<file path="src/rtl/dma_seq_pkg.sv">
package dma_seq_pkg;

  typedef enum logic [1:0] {
    DIR_P2M = 2'b00,
    DIR_M2P = 2'b01,
    DIR_M2M = 2'b10,
    DIR_RSV = 2'b11
  } dir_e;

  typedef enum logic [1:0] {
    ST_IDLE = 2'd0,
    ST_LOAD = 2'd1,
    ST_RD   = 2'd2,
    ST_WR   = 2'd3
  } st_e;

  localparam int SEL_CTRL   = 0;
  localparam int SEL_PER    = 1;
  localparam int SEL_MEM0   = 2;
  localparam int SEL_MEM1   = 3;
  localparam int SEL_COUNT  = 4;

  localparam int CTRL_RUN   = 0;
  localparam int CTRL_DIR   = 1;
  localparam int CTRL_DBUF  = 3;
  localparam int CTRL_STEP  = 4;

  // memory is the source only when moving memory out to the peripheral
  function automatic logic src_from_mem(input dir_e d);
    return d == DIR_M2P;
  endfunction

  // memory is the destination for peripheral-in and memory copies
  function automatic logic dst_to_mem(input dir_e d);
    return (d == DIR_P2M) || (d == DIR_M2M);
  endfunction

endpackage

</file>
<file path="src/rtl/dma_seq_cfg.sv">
module dma_seq_cfg
  import dma_seq_pkg::*;
#(
  parameter int AW  = 32,
  parameter int CW  = 16,
  parameter int SW  = 3
) (
  input  logic          clk,
  input  logic          rst_n,
  input  logic          cfg_we,
  input  logic [SW-1:0] cfg_sel,
  input  logic [AW-1:0] cfg_wdata,
  output logic [AW-1:0] per_base,
  output logic [AW-1:0] mem_base0,
  output logic [AW-1:0] mem_base1,
  output logic [CW-1:0] cnt_prog,
  output dir_e          dir_q,
  output logic          dbuf_q,
  output logic          step_q,
  output logic          go_q,
  output logic          halt_q
);

  logic ctrl_hit;
  assign ctrl_hit = cfg_we && (cfg_sel == SW'(SEL_CTRL));

  always_ff @(posedge clk or negedge rst_n) begin
    if (!rst_n) begin
      per_base  <= '0;
      mem_base0 <= '0;
      mem_base1 <= '0;
      cnt_prog  <= '0;
      dir_q     <= DIR_P2M;
      dbuf_q    <= 1'b0;
      step_q    <= 1'b0;
      go_q      <= 1'b0;
      halt_q    <= 1'b0;
    end else begin
      go_q   <= ctrl_hit &&  cfg_wdata[CTRL_RUN];
      halt_q <= ctrl_hit && !cfg_wdata[CTRL_RUN];
      if (ctrl_hit) begin
        dir_q  <= dir_e'(cfg_wdata[CTRL_DIR +: 2]);
        dbuf_q <= cfg_wdata[CTRL_DBUF];
        step_q <= cfg_wdata[CTRL_STEP];
      end
      if (cfg_we) begin
        case (int'(cfg_sel))
          SEL_PER:   per_base  <= cfg_wdata;
          SEL_MEM0:  mem_base0 <= cfg_wdata;
          SEL_MEM1:  mem_base1 <= cfg_wdata;
          SEL_COUNT: cnt_prog  <= cfg_wdata[CW-1:0];
          default:   ;
        endcase
      end
    end
  end

endmodule

</file>
<file path="src/rtl/dma_seq_ptr.sv">
module dma_seq_ptr
  import dma_seq_pkg::*;
#(
  parameter int AW   = 32,
  parameter int STEP = 4
) (
  input  logic          clk,
  input  logic          rst_n,
  input  logic          load,
  input  logic          advance,
  input  logic          buf_sel,
  input  dir_e          dir,
  input  logic          step_en,
  input  logic [AW-1:0] per_base,
  input  logic [AW-1:0] mem_base0,
  input  logic [AW-1:0] mem_base1,
  output logic [AW-1:0] src_ptr,
  output logic [AW-1:0] dst_ptr
);

  localparam logic [AW-1:0] STEP_V = AW'(STEP);

  function automatic logic [AW-1:0] bump(input logic [AW-1:0] a, input logic en);
    return en ? a + STEP_V : a;
  endfunction

  logic [AW-1:0] mem_base;
  assign mem_base = buf_sel ? mem_base1 : mem_base0;

  always_ff @(posedge clk or negedge rst_n) begin
    if (!rst_n) begin
      src_ptr <= '0;
      dst_ptr <= '0;
    end else if (load) begin
      src_ptr <= src_from_mem(dir) ? mem_base : per_base;
      dst_ptr <= dst_to_mem(dir)   ? mem_base : per_base;
    end else if (advance) begin
      src_ptr <= bump(src_ptr, step_en);
      dst_ptr <= bump(dst_ptr, step_en);
    end
  end

endmodule

</file>
<file path="src/rtl/dma_seq_ctr.sv">
module dma_seq_ctr #(
  parameter int CW = 16
) (
  input  logic          clk,
  input  logic          rst_n,
  input  logic          load,
  input  logic [CW-1:0] load_val,
  input  logic          dec,
  output logic          last
);

  logic [CW-1:0] left_q;

  always_ff @(posedge clk or negedge rst_n) begin
    if (!rst_n)           left_q <= '0;
    else if (load)        left_q <= load_val;
    else if (dec && left_q != '0) left_q <= left_q - CW'(1);
  end

  assign last = (left_q == CW'(1));

endmodule

</file>
<file path="src/rtl/dma_seq_fsm.sv">
module dma_seq_fsm
  import dma_seq_pkg::*;
#(
  parameter int DW = 32
) (
  input  logic          clk,
  input  logic          rst_n,
  input  logic          go,
  input  logic          halt,
  input  dir_e          cfg_dir,
  input  logic          cfg_dbuf,
  input  logic          cfg_step,
  input  logic          cnt_zero,
  input  logic          cnt_last,
  input  logic          rd_ack,
  input  logic [DW-1:0] rd_data,
  input  logic          wr_ack,
  output logic          rd_req,
  output logic          wr_req,
  output logic [DW-1:0] wr_data,
  output logic          busy,
  output logic          done,
  output logic          err,
  output logic          mem_sel,
  output dir_e          act_dir,
  output logic          act_step,
  output logic          ptr_load,
  output logic          cnt_load,
  output logic          item_done,
  output logic          buf_wrap,
  output logic          zero_hit
);

  st_e  st;
  logic act_dbuf;
  logic stop_pend;
  logic run_end;
  logic done_set;

  assign busy      = (st != ST_IDLE);
  assign rd_req    = (st == ST_RD);
  assign wr_req    = (st == ST_WR);
  assign item_done = wr_req && wr_ack;
  assign zero_hit  = (st == ST_LOAD) && cnt_zero;
  assign ptr_load  = (st == ST_LOAD) && !cnt_zero;
  assign cnt_load  = ptr_load;
  assign buf_wrap  = item_done && cnt_last && act_dbuf && !stop_pend;
  assign run_end   = item_done && (cnt_last ? !buf_wrap : stop_pend);
  assign done_set  = zero_hit || (item_done && cnt_last && !act_dbuf);

  always_ff @(posedge clk or negedge rst_n) begin
    if (!rst_n) begin
      st        <= ST_IDLE;
      act_dir   <= DIR_P2M;
      act_dbuf  <= 1'b0;
      act_step  <= 1'b0;
      stop_pend <= 1'b0;
      mem_sel   <= 1'b0;
      done      <= 1'b0;
      err       <= 1'b0;
      wr_data   <= '0;
    end else begin
      if (halt && busy) stop_pend <= 1'b1;
      if (done_set)     done      <= 1'b1;
      case (st)
        ST_IDLE: begin
          if (go) begin
            done <= 1'b0;
            if (cfg_dir == DIR_RSV) begin
              err <= 1'b1;
            end else begin
              err       <= 1'b0;
              act_dir   <= cfg_dir;
              act_dbuf  <= cfg_dbuf;
              act_step  <= cfg_step;
              stop_pend <= 1'b0;
              mem_sel   <= 1'b0;
              st        <= ST_LOAD;
            end
          end
        end
        ST_LOAD: st <= cnt_zero ? ST_IDLE : ST_RD;
        ST_RD: begin
          if (rd_ack) begin
            wr_data <= rd_data;
            st      <= ST_WR;
          end
        end
        ST_WR: begin
          if (wr_ack) begin
            if (buf_wrap) begin
              mem_sel <= !mem_sel;
              st      <= ST_LOAD;
            end else if (run_end) begin
              st <= ST_IDLE;
            end else begin
              st <= ST_RD;
            end
          end
        end
        default: st <= ST_IDLE;
      endcase
    end
  end

endmodule

</file>
<file path="src/rtl/dma_chan_seq.sv">
module dma_chan_seq
  import dma_seq_pkg::*;
#(
  parameter int AW   = 32,
  parameter int DW   = 32,
  parameter int CW   = 16,
  parameter int SW   = 3,
  parameter int STEP = 4
) (
  input  logic          clk,
  input  logic          rst_n,
  input  logic          cfg_we,
  input  logic [SW-1:0] cfg_sel,
  input  logic [AW-1:0] cfg_wdata,
  output logic          rd_req,
  output logic [AW-1:0] rd_addr,
  input  logic          rd_ack,
  input  logic [DW-1:0] rd_data,
  output logic          wr_req,
  output logic [AW-1:0] wr_addr,
  output logic [DW-1:0] wr_data,
  input  logic          wr_ack,
  output logic          busy,
  output logic          done,
  output logic          err,
  output logic          mem_sel
);

  logic [AW-1:0] per_base, mem_base0, mem_base1;
  logic [CW-1:0] cnt_prog;
  dir_e          cfg_dir, act_dir;
  logic          cfg_dbuf, cfg_step, act_step;
  logic          go_q, halt_q;
  logic          ptr_load, cnt_load, cnt_last, cnt_zero;
  logic          item_done, buf_wrap, zero_hit;

  assign cnt_zero = (cnt_prog == '0);

  dma_seq_cfg #(.AW(AW), .CW(CW), .SW(SW)) u_cfg (
    .clk(clk), .rst_n(rst_n), .cfg_we(cfg_we), .cfg_sel(cfg_sel),
    .cfg_wdata(cfg_wdata), .per_base(per_base), .mem_base0(mem_base0),
    .mem_base1(mem_base1), .cnt_prog(cnt_prog), .dir_q(cfg_dir),
    .dbuf_q(cfg_dbuf), .step_q(cfg_step), .go_q(go_q), .halt_q(halt_q)
  );

  dma_seq_fsm #(.DW(DW)) u_fsm (
    .clk(clk), .rst_n(rst_n), .go(go_q), .halt(halt_q),
    .cfg_dir(cfg_dir), .cfg_dbuf(cfg_dbuf), .cfg_step(cfg_step),
    .cnt_zero(cnt_zero), .cnt_last(cnt_last),
    .rd_ack(rd_ack), .rd_data(rd_data), .wr_ack(wr_ack),
    .rd_req(rd_req), .wr_req(wr_req), .wr_data(wr_data),
    .busy(busy), .done(done), .err(err), .mem_sel(mem_sel),
    .act_dir(act_dir), .act_step(act_step),
    .ptr_load(ptr_load), .cnt_load(cnt_load),
    .item_done(item_done), .buf_wrap(buf_wrap), .zero_hit(zero_hit)
  );

  dma_seq_ptr #(.AW(AW), .STEP(STEP)) u_ptr (
    .clk(clk), .rst_n(rst_n), .load(ptr_load), .advance(item_done),
    .buf_sel(mem_sel), .dir(act_dir), .step_en(act_step),
    .per_base(per_base), .mem_base0(mem_base0), .mem_base1(mem_base1),
    .src_ptr(rd_addr), .dst_ptr(wr_addr)
  );

  dma_seq_ctr #(.CW(CW)) u_ctr (
    .clk(clk), .rst_n(rst_n), .load(cnt_load), .load_val(cnt_prog),
    .dec(item_done), .last(cnt_last)
  );

endmodule

</file>
<file path="config.mk">
export PLATFORM = sky130hd
export DESIGN_NAME = dma_chan_seq
export DESIGN_NICKNAME = d
export VERILOG_FILES = /design/src/rtl/dma_seq_pkg.sv /design/src/rtl/dma_seq_cfg.sv /design/src/rtl/dma_seq_ptr.sv /design/src/rtl/dma_seq_ctr.sv /design/src/rtl/dma_seq_fsm.sv /design/src/rtl/dma_chan_seq.sv
export SDC_FILE = /design/constraint.sdc
export NUM_CORES = 1
export LEC_CHECK = 0
export BUFFER_PORTS_ARGS = -buffer_cell sky130_fd_sc_hd__buf_2
export CAP_MARGIN = 20
export CELL_PAD_IN_SITES_DETAIL_PLACEMENT = 1
export CELL_PAD_IN_SITES_GLOBAL_PLACEMENT = 1
export CORE_MARGIN = 3
export CORE_UTILIZATION = 45
export DETAILED_ROUTE_END_ITERATION = 10
export PLACE_DENSITY_LB_ADDON = 0.25
export REMOVE_ABC_BUFFERS = 1
export SYNTH_ARGS = -nofsm -noshare
export SYNTH_HDL_FRONTEND = slang
export SYNTH_SLANG_ARGS = --single-unit
export TNS_END_PERCENT = 20
</file>
<file path="constraint.sdc">
create_clock -name clk -period 3.1 [get_ports clk]
set_input_delay 0.62 -clock clk [delete_from_list [all_inputs] [get_ports clk]]
set_output_delay 0.62 -clock clk [all_outputs]
set_load 0.03 [all_outputs]
</file>
== Word-level counts from Yosys, hierarchy flattened ==
Cells that the tools add are included.
Storage, ports and cells
  bits in registers: 240
  output and inout port bits: 102
  word-level logic and storage cells: 115
Operators by class
  $add $sub $neg: 3
  equal/unequal tests: 16
  muxes and demuxes: 33
  bitwise logic cells: 1
  reductions and logical operators: 41
Operators with widths (count)
  $mux 32: 9
  $add 32x3->32 const B: 2
  $mux 16: 2
  $eq 16x1->1 const B: 1
  $logic_not 16->1: 1
  $reduce_bool 16->1: 1
  $sub 16x1->16 const B: 1
  $mux 2: 7
  $reduce_and 2->1: 7
  $logic_and 1x1->1: 13
  $mux 1: 13
  $reduce_bool 2->1: 5
  $eq 2x2->1 const B: 4
  $ne 2x2->1 const B: 4
  $pmux 2 s4: 1
  $eq 3x2->1 const B: 2
  $logic_not 1->1: 6
  $reduce_and 5->1: 1
  $eq 2x1->1 const B: 2
  $logic_not 2->1: 2
  $reduce_and 4->1: 1
  $eq 3x1->1 const B: 1
  $eq 3x3->1 const B: 1
  $logic_not 3->1: 1
  5 further kinds: 6

== Depth between registers and ports, before layout ==
Gate-level depths: netlist of run 1.
  depth after elaboration: 12
  depth in mapped cells: 8
  mapped depth without buffers: 7

== By module ==
A second synthesis of run 1 with hierarchy kept.
Unflattened totals
  cell total of the unflattened synthesis: 1011
  area total of the unflattened synthesis: 11795.1 µm²
By module, submodules not included
  dma_seq_ptr: instances 1, cells each 507, area an instance 4484.3 µm², seq. area each 1601.5 µm²
  dma_seq_cfg: instances 1, cells each 254, area an instance 4443.0 µm², seq. area each 2952.8 µm²
  dma_seq_fsm: instances 1, cells each 125, area an instance 1712.9 µm², seq. area each 1051.0 µm²
  dma_seq_ctr: instances 1, cells each 120, area an instance 1121.1 µm², seq. area each 400.4 µm²
  dma_chan_seq: instances 1, cells each 5, area an instance 33.8 µm², seq. area each 0.0 µm²

== Worst setup path after synthesis of run 1 ==
No wires, ideal clock.
  path kind: register to register
  from: reg u_ptr.src_ptr[4]
  to: reg u_ptr.src_ptr[31]
  setup time: 0.082 ns
  data arrival time: 2.407 ns
  data required time: 3.018 ns
  slack: 0.612 ns
  cell stages (with the launch flop): 7
  path buffers: 1
  period minus slack after synthesis: 2.488 ns
  cells stage by stage: dfrtp_1 nand3_2 or4_4 or4_1 buf_2 or3_1 a31oi_1
Between the ends
  word-level cells in the longest chain between the ends: 4
Ends and longest elaborated chain
  from (decl): RTL line dma_seq_ptr.sv:17  | output logic [AW-1:0] src_ptr,
  from (signal assigned): RTL line dma_seq_ptr.sv:35  | src_ptr <= src_from_mem(dir) ? mem_base : per_base;
  from (signal assigned): RTL line dma_seq_ptr.sv:38  | src_ptr <= bump(src_ptr, step_en);
  $add 32x3->32: RTL line dma_seq_ptr.sv:24  | return en ? a + STEP_V : a;
  $mux 32: RTL line dma_seq_ptr.sv:24
  $mux 32: RTL line dma_seq_ptr.sv:37  | end else if (advance) begin
  $mux 32: RTL line dma_seq_ptr.sv:34  | end else if (load) begin
Every way passes these cells. The select of a mux whose other input is x is not followed.
A chain may end at the register's enable or synchronous reset.

== Worst setup path in the final report of run 1 ==
Ends and elaborated chain as after synthesis.

==> results of run 1 <==
[cell families (layout without fill, tap and decap cells)]
family | after synthesis | count (layout)
flops | 240 | 240
compound gates | 171 | 171
xor+xnor | 30 | 30
simple gates | 316 | 316
mux | 196 | 196
buf+inv | 68 | 270
fa+ha+maj | 5 | 5
[stage by stage]
step	TNS (ns)	hold WS [ns]	utilization [%]	std cells	total power, mW
finish	0	0.01494	55.96	1552	14.14
global route	0	0.03431	55.96	1552	14.94
CTS	0	0.02561	55.96	1552	14.21
detailed placement	0	0.4706	52.10	1501	10.74
global placement	0	0.4544	52.10	1501	10.50
floorplan	-10.12	0.3244	-	970	8.693
[cells in the mapped netlist (4+ instances only)]
library cell / count / area, µm²
dfrtp_1: 240 / 6006
mux2_2: 170 / 1914
nand2_1: 83 / 311.6
nor2_1: 74 / 277.8
nand3_1: 45 / 225.2
o21ai_0: 42 / 210.2
clkbuf_1: 41 / 153.9
a21oi_1: 38 / 190.2
nand4_1: 31 / 193.9
mux2i_1: 26 / 260.3
nor3_1: 24 / 120.1
xor2_1: 16 / 140.1
xnor2_1: 14 / 122.6
nor4_1: 13 / 81.33
buf_1: 12 / 45.04
inv_1: 11 / 41.29
o211ai_1: 11 / 82.58
a211oi_1: 10 / 75.07
a31oi_1: 9 / 56.30
a21boi_0: 7 / 52.55
a221o_1: 7 / 70.07
or3_1: 7 / 43.79
or4_1: 7 / 52.55
and2_1: 6 / 37.54
o221ai_1: 6 / 52.55
o311ai_0: 6 / 52.55
a32oi_1: 5 / 43.79
and3_1: 5 / 31.28
and4_1: 5 / 43.79
ha_1: 5 / 62.56
nor2b_1: 5 / 31.28
o22ai_1: 5 / 31.28
a31o_2: 4 / 35.03
[state kept, by name, summed over array words and instances, names as in the netlist, 2 cells and up]
name	cells
u_cfg.cnt_prog	16
u_cfg.dir_q	2
u_cfg.mem_base0	32
u_cfg.mem_base1	32
u_cfg.per_base	32
u_ctr.left_q	16
u_fsm.act_dir	2
u_fsm.st	2
u_fsm.wr_data	32
u_ptr.dst_ptr	32
u_ptr.src_ptr	32
[per-layer routing]
metal / global-route usage, % / vias to the layer above / wire length (µm)
met4: 7.070 / 0 / 966
li1: - / 4119 / -
met2: 42.62 / 260 / 16540
met1: 34.17 / 4691 / 15160
met5: 0 / - / 0
met3: 5.712 / 67 / 2277
[cell usage in the layout (no fill, tap or decap), types with 28 or more instances in the layout]
cell type  count
nand4_1       31
a21oi_1       38
o21ai_0       42
nand3_1       44
nor2_1        72
buf_2        172
clkbuf_16     28
nand2_1       83
mux2_2       170
dfrtp_1      238
buf_4         30
[layout make-up]
cell class / instances / area share (%)
Tap cell: 324 / 2.936
Sequential cell: 240 / 43.51
Clock buffer: 44 / 6.161
Clock inverter: 7 / 0.7430
Multi-Input combinational cell: 718 / 37.77
Inverter: 12 / 0.3262
Timing Repair Buffer: 207 / 8.553
[worst reg2reg max path: cells and delay by family (launching register included)]
family | cells | cell delay (ns)
AND/OR/NAND/NOR | 4 | 1.89
flip-flops | 1 | 0.45
AO/OA/AOI/OAI | 1 | 0.16
[where the power goes]
group / internal, mW / switching, mW
Sequential: 4.24 / 1.16
Clock: 2.04 / 1.34
Combinational: 1.96 / 3.40
[worst max path at each step]
stage                      startpoint           endpoint
global route         u_ptr.src_ptr[4]  u_ptr.src_ptr[25]
floorplan                 u_fsm.st[1]  u_ptr.dst_ptr[11]
global placement    u_cfg.cnt_prog[0]  u_ptr.dst_ptr[21]
finish               u_ptr.src_ptr[4]  u_ptr.src_ptr[31]
detailed placement   u_ptr.src_ptr[4]  u_ptr.src_ptr[27]
CTS                  u_ptr.src_ptr[4]  u_ptr.src_ptr[27]
==> results.cfg, run 1 <==
[worst_setup_path]
cp_num_buf_inv = 0
path_cells = nand3_2 > or4_4 > or4_1 > or3_1 > a31oi_1
path_class = flip-flop to flip-flop
regToRegStartpoint = u_ptr.src_ptr[4]
path_depth = 5
end_kind = flip-flop
cp-start-kind = flip-flop
ff2ff_setup_slack_ns = 0.52
r2r-end = u_ptr.src_ptr[31]
ff2ff_path_depth = 5
critPathRequiredTime_ns = 3.56
crit_slowest_cell = or4_1
worst-path-max-fanout = 13
arrival_ns = 3.04
cp_top_family = simple AND/OR/NAND/NOR gates
cpPeakStageDelay_ns = 0.69

[placed_design]
port_buffers = 173
dp_slack_ns = 0.5354
placed_area_um2 = 12860
dpl.hpwl_um = 24070
place.gp.congestion = 0.8549

[detailed_routing]
drt_pass1_iterations = 4
drc = 0
avgViaCountPerCell = 5.887
vias = 9137
wl_per_cell_um = 22.52
drtAntennaViolNets = 0
totalWireLength_um = 34950
dr.first_iter.drc_count = 505

[yosys]
synth_cell_types = 54
synth-seq-cells = 240
avgSynthCellArea_um2 = 11.14
synth_compound_area_share_pct = 9.904
synth_xor_area_share_pct = 2.298
synth_top_family_by_area = multiplexers
seq_area_frac_synth_pct = 52.53
ys.flop_type = dfrtp_1
synthSimpleGateAreaFrac_pct = 13.44
synth-adder-area-share_pct = 0.5472
syn_area_um2 = 11430
synthArstFlopShare_pct = 100.0
ys.warnings.count = 0
synth-edff-count = 0
synthMuxAreaShare_pct = 19.02
syn_inst = 1026

[finish]
multiInputGateArea_um2 = 5216
fillers = 2711
nNetsFinal = 1284
post-route-cell-area_um2 = 13810
register_area_um2 = 6008
diodes = 0
drive_above_1_share_pct = 35.91
area_delta_synth_final_pct = 20.78

[clock_network]
numCtsBuffers = 28
clk_latency_ns = 0.55
post_cts_resized = 0
root_buffer = clkbuf_16
cts_tree = yes
htree_levels = 1
cts_setup_buffers = 0
clk_pin_slew_ns = 0.06
clock_path_buffers = 3
clock_sinks = 240
cts_hold_repair.buffers = 0

[sta]
rsz0062_at_grt = no
fmax_mhz = 387.5
slew_headroom_pct = 42.28
fin_ws_ns = 0.5193
final-hold-violation-count = 0
slew_violations = 0
period_needed_ns = 2.581
setup_viol = 0
skew_ns = 0.01152
timing.final.crit_share_pct = 83.25
tightest_slew_ns = 0.8625

[global_routing]
antenna_found_initial = 0
grt.overflow.total = 0
grt_max_degree = 67
grt_pass1_wl_um = 55230
track_usage_pct = 25.71
grt_pass1_vias = 9826

[worst_hold_path]
hold_class = primary input to async pin

[die]
core_region_area_um2 = 24680
ios = 174
rows = 57
start_util_pct = 46.33
die_area_um2 = 27360
fp.dieW_um = 165.4
die_h_um = 165.4

[power_and_ir_drop]
p_leak_nw = 5.865
ir_drop_v = 0.0006286
power_density_nw_per_um2 = 1024

[job]
cap_viol_max_count = 0

[status]
status = finished, final reports clean
(Power assumes the default switching activity.)
==> run 2, diff against run 1 <==
Settings changed: ABC_AREA set to 1, CORE_UTILIZATION 45 to 42.
Clock period 3.1 ns to 2.6 ns, I/O delays scaled along.
==> run 2 against run 1 <==
  * Highest routed layer is now met5
  * Register-to-register slack got worse by 0.09 ns
  * Via count rose by 35%
  * Clock skew fell by 0.00067 ns
  * Critical endpoint is now u_ptr.src_ptr[12]
==> results.cfg, run 2 <==
[global_routing]
grt_pass1_wl_um = 71810
track_usage_pct = 27.10
grt_pass1_vias = 13030
grt.overflow.total = 0
antenna_found_initial = 3
grt_max_degree = 71

[finish]
fin_util_pct = 51.17
finalNonFillerCells = 2277
fillers = 3709
drive_above_1_share_pct = 15.80
post-route-cell-area_um2 = 14970
final_cell_mix = nand2_1 (623), dfrtp_1 (240), o21ai_0 (196)
area_delta_synth_final_pct = 17.98
register_area_um2 = 6006
nNetsFinal = 1948
final_common_cell = nand2_1
multiInputGateArea_um2 = 5832
diodes = 0

[yosys]
ys.warnings.count = 0
synthMostInstantiatedCell = nand2_1
synth-seq-cells = 240
synthArstFlopShare_pct = 100.0
avgSynthCellArea_um2 = 7.409
synth_top_cell_by_area = dfrtp_1
syn_inst = 1712
ys_top_cells_by_area = dfrtp_1 (47%), nand2_1 (18%), o21ai_0 (7.7%)
synth_top_cell_area_share_pct = 47.35
synthTopCellsByCount = nand2_1 (624), dfrtp_1 (240), o21ai_0 (196)
ys.flop_type = dfrtp_1
synth-edff-count = 0
syn_area_um2 = 12680
seq_area_frac_synth_pct = 47.35
synth_cell_types = 36

[worst_setup_path]
ff2ff_setup_slack_ns = 0.43
crit_top_cell = nand2_1
regToRegStartpoint = u_ptr.src_ptr[2]
worst-path-max-fanout = 7
cpPeakStageDelay_ns = 0.51
cp_top_family = simple AND/OR/NAND/NOR gates
critPathRequiredTime_ns = 3.03
arrival_ns = 2.60
end_kind = flip-flop
ff2ff_path_depth = 9
crit_slowest_cell = dfrtp_1
path_cells = ha_1 > inv_1 > nor2_1 > nand2_1 > nor2_1 > xnor2_1 > nand2_1 > nand3_1 > nand2_1
cp-start-kind = flip-flop
path_class = flip-flop to flip-flop
critPathLaunch = u_ptr.src_ptr[2]
cp_num_buf_inv = 1
r2r-end = u_ptr.src_ptr[12]

[sta]
timing.final.crit_share_pct = 83.56
slew_headroom_pct = 39.09
skew_ns = 0.01085
rsz0062_at_grt = no
period_needed_ns = 2.173
slew_violations = 0
final-hold-violation-count = 0
setup_viol = 0
fmax_mhz = 460.3
tightest_slew_ns = 0.9041

[worst_hold_path]
hold_path_depth = 2
worst_hold_path.endpoint = u_cfg.halt_q
hold_class = primary input to flip-flop
holdCritStartpoint = cfg_wdata[0]

[detailed_routing]
wl_per_cell_um = 19.63
drt_pass1_iterations = 5
top_layer = met5
wl_met3_um = 2581
drc = 0
totalWireLength_um = 44700
wl_met2_um = 21180
drtAntennaViolNets = 0
vias = 12360
avgViaCountPerCell = 5.427
wl_met1_um = 19530
dr.first_iter.drc_count = 881

[power_and_ir_drop]
p_leak_nw = 7.506
p_sw_share_pct = 46.35
clockPowerShare_pct = 22.9
ir_drop_v = 0.0008495
power.internal_mw = 9.937
p_seq_share_pct = 34.1
p_comb_share_pct = 43.0
net-switching-power_mw = 8.584
power_density_nw_per_um2 = 1238

[clock_network]
clock_sinks = 240
cts_tree = yes
post_cts_resized = 0
htree_levels = 1
clock_path_buffers = 3
numCtsBuffers = 28
clk_latency_ns = 0.55
root_buffer = clkbuf_16
clk_pin_slew_ns = 0.06
cts_setup_buffers = 0

[die]
die_area_um2 = 32320
core_region_area_um2 = 29250
start_util_pct = 43.37
ios = 174
fp.dieW_um = 179.8
rows = 62
die_h_um = 179.8

[placed_design]
place.gp.congestion = 0.9349
placed_area_um2 = 13960
port_buffers = 173
dp.cells = 2224
dpl.hpwl_um = 31840

[status]
status = finished, final reports clean

[job]
cap_viol_max_count = 0
-- run 2: per-layer routing --
layer / track usage (%) / vias to the layer above
met1: 36.17 / 6157
met4: 7.364 / 6
met3: 4.709 / 75
met2: 45.75 / 354
met5: 0 / -
li1: - / 5766
-- run 2: cell type report --
| cell class | count | share of cell area (%) |
|---|---|---|
| Clock buffer | 40 | 5.451 |
| Clock inverter | 12 | 1.187 |
| Inverter | 142 | 3.562 |
| Multi-Input combinational cell | 1262 | 38.97 |
| Sequential cell | 240 | 40.13 |
| Tap cell | 384 | 3.210 |
| Timing Repair Buffer | 197 | 7.491 |
-- run 2: power by group through the flow --
stage                     logic (mW)  registers (mW)  clock network [mW]
after detailed placement        7.90            6.31                   0
after global routing            8.79            6.46                4.47
final                           7.97            6.31                4.25
after global placement          7.64            6.24                   0
after CTS                       8.00            6.28                4.30
after floorplan                 3.80            7.38                   0
-- run 2: how the worst max path moves through the flow --
stage / depth (start not counted) / end
after global placement: 9 / u_ctr.left_q[1]
after CTS: 3 / rd_req
after global routing: 3 / rd_req
after floorplan: 8 / u_ptr.dst_ptr[18]
final: 9 / u_ptr.src_ptr[12]
after detailed placement: 9 / u_ptr.src_ptr[12]
-- run 2: worst register-to-register path, cell delays in order (launching register included) --
cell and delay [ns]:
dfrtp_1 0.51, ha_1 0.30, inv_1 0.10, nor2_1 0.25
nand2_1 0.23, nor2_1 0.27, xnor2_1 0.18, nand2_1 0.08
nand3_1 0.08, nand2_1 0.06
-- run 2: cells by family after synthesis --
| logic type | after synthesis | synth area share [%] |
|---|---|---|
| and+or+nand+nor | 937 | 29.52 |
| xor gates and xnor gates | 24 | 1.657 |
| muxes | 39 | 3.413 |
| adders and majority gates | 5 | 0.4932 |
| AOI/OAI and AO/OA | 257 | 10.83 |
| DFF | 240 | 47.35 |
| buffers and inverters | 210 | 6.737 |
-- run 2: timing repair --
| action | CTS | global route |
|---|---|---|
| endpoints found under the hold margin | 50 | 0 |
| setup endpoints to repair | 0 | 0 |
| hold buffers | 1 | 0 |
-- run 2: metrics by stage --
step                hold WS (ns)  worst slack (ns)  setup TNS (ns)  total power [mW]
finish                    0.1458            0.4274               0             18.52
global route              0.1409            0.3204               0             19.72
CTS                       0.1262            0.4284               0             18.58
global placement          0.4624            0.6014               0             13.88
detailed placement        0.4712            0.5387               0             14.20
floorplan                 0.2244           -0.8242          -40.47             11.18
==> run 3, diff against run 2 <==
Clock period 2.6 ns to 2.3 ns, I/O delays scaled along.
==> run 3 against run 2 <==
  * Worst setup slack worse by 0.16 ns
  * Routed wire length fell by 0.90%
  * Highest routed layer unchanged
  * Sequential power up 13%
  * Critical path depth decreased by 1
  * Power rose by 11%
  * Register-to-register slack got worse by 0.16 ns
  * Combinational power increased by 14%
  * Non-clock buffer count grew 7
  * Sequential cell count stayed put
  * Clock skew grew 0.0061 ns
  * Largest cell class unchanged
==> results.cfg, run 3 (synthesized netlist as in run 2, its figures left out) <==
[status]
status = finished, final reports clean

[sta]
skew_ns = 0.01693
setup_tns_ns = 0
slew_headroom_pct = 41.04
tightest_slew_ns = 0.8751
timing.final.crit_share_pct = 88.45
rsz0062_at_grt = no
setup_viol = 0
final-hold-violation-count = 0
slew_violations = 0
fin_ws_ns = 0.2656
fmax_mhz = 491.6
period_needed_ns = 2.034

[finish]
drive_above_1_share_pct = 15.96
area_delta_synth_final_pct = 18.15
nNetsFinal = 1955
final_common_cell = nand2_1
finalNonFillerCells = 2282
post-route-cell-area_um2 = 14990
final_cell_mix = nand2_1 (623), dfrtp_1 (240), o21ai_0 (196)
diodes = 0

[placed_design]
dpl.hpwl_um = 31860
port_buffers = 173
dp_slack_ns = 0.3257
placed_area_um2 = 14090
place.gp.congestion = 0.9279
dp.cells = 2231

[power_and_ir_drop]
ir_drop_v = 0.0008855
power_density_nw_per_um2 = 1370
power.total_mw = 20.54
p_leak_nw = 7.516

[worst_setup_path]
path_class = flip-flop to flip-flop
worst-path-max-fanout = 7
cp-start-kind = flip-flop
arrival_ns = 2.47
critPathRequiredTime_ns = 2.73
end_kind = flip-flop

[global_routing]
track_usage_pct = 26.97
antenna_found_initial = 1
grt_pass1_wl_um = 71250
grt.overflow.total = 0
grt_max_degree = 65
grt_pass1_vias = 12880

[detailed_routing]
dr.first_iter.drc_count = 841
drc = 0
avgViaCountPerCell = 5.396
drt_pass1_iterations = 5
vias = 12310
drtAntennaViolNets = 0
totalWireLength_um = 44300
wl_per_cell_um = 19.41

[die]
ios = 174
fp.dieW_um = 179.8
start_util_pct = 43.37
core_region_area_um2 = 29250
rows = 62
die_area_um2 = 32320
die_h_um = 179.8

[clock_network]
root_buffer = clkbuf_16
numCtsBuffers = 28
clk_pin_slew_ns = 0.06
clock_path_buffers = 3
htree_levels = 1
clk_latency_ns = 0.56
cts_tree = yes
clock_sinks = 240
post_cts_resized = 0

[job]
cap_viol_max_count = 0

[worst_hold_path]
hold_class = primary input to flip-flop
-- run 3: cell count changes in the layout (fill, tap and decap cells not counted), sizes merged --
cell    previous run  this run
buf              196       203
clkinv             7        10
inv              142       141
bufinv             4         0
-- run 3: final timing paths --
path                                      from             endpoint  slack (ns)  cells after the start
setup / recovery              u_ptr.src_ptr[2]    u_ptr.src_ptr[16]        0.27                      8
hold / removal                    cfg_wdata[0]         u_cfg.halt_q        0.08                      2
setup reg to reg              u_ptr.src_ptr[2]    u_ptr.src_ptr[16]        0.27                      8
hold reg to reg            u_cfg.mem_base0[14]  u_cfg.mem_base0[14]        0.48                      2
max in group asynchronous                rst_n    u_fsm.wr_data[31]        1.10                      3
min in group asynchronous                rst_n   u_cfg.mem_base0[9]        0.46                      2
-- run 3: cell type report --
cell class,count,area (µm²)
Fill cell,3758,14260
Sequential cell,240,6006
Multi-Input combinational cell,1262,5832
Timing Repair Buffer,204,1249
Clock buffer,40,805.8
Inverter,142,533.0
Tap cell,384,480.5
Clock inverter,10,81.33
-- run 3: repair_timing --
item | in CTS | in global routing
buffers inserted | 0 | 0
endpoints found under the setup margin | 0 | 0
endpoints found under the hold margin | 55 | 0
hold buffers | 1 | 0
-- run 3: routing by layer --
layer | GRT usage (%) | part of all wire (%) | vias up
met4 | 6.312 | 2.6 | 2
met3 | 4.770 | 5.7 | 71
met2 | 44.82 | 47 | 342
met5 | 0 | 0.029 | -
li1 | - | - | 5785
met1 | 36.96 | 45 | 6113
-- run 3: critical path: stages, from the launching register on --
cell and delay, ns:
dfrtp_1 0.48, ha_1 0.27, nand3_1 0.21, nor2_1 0.42, nand3_1 0.14, nand2_1 0.09, nand3_1 0.11, o211ai_1 0.12
nand2_1 0.07
-- run 3: metrics by stage --
stage	hold WS [ns]	utilization [%]
final	0.07802	51.25
after global routing	0.06122	51.25
after CTS	0.05879	51.25
after detailed placement	0.4643	48.18
after global placement	0.4598	48.18
after floorplan	0.1644	-
-- run 3: power breakdown --
part	switching, mW	internal, mW	leakage [nW]
combinational	6.33	2.79	4.13
clock	1.88	2.44	0.438
sequential	1.49	5.61	2.95
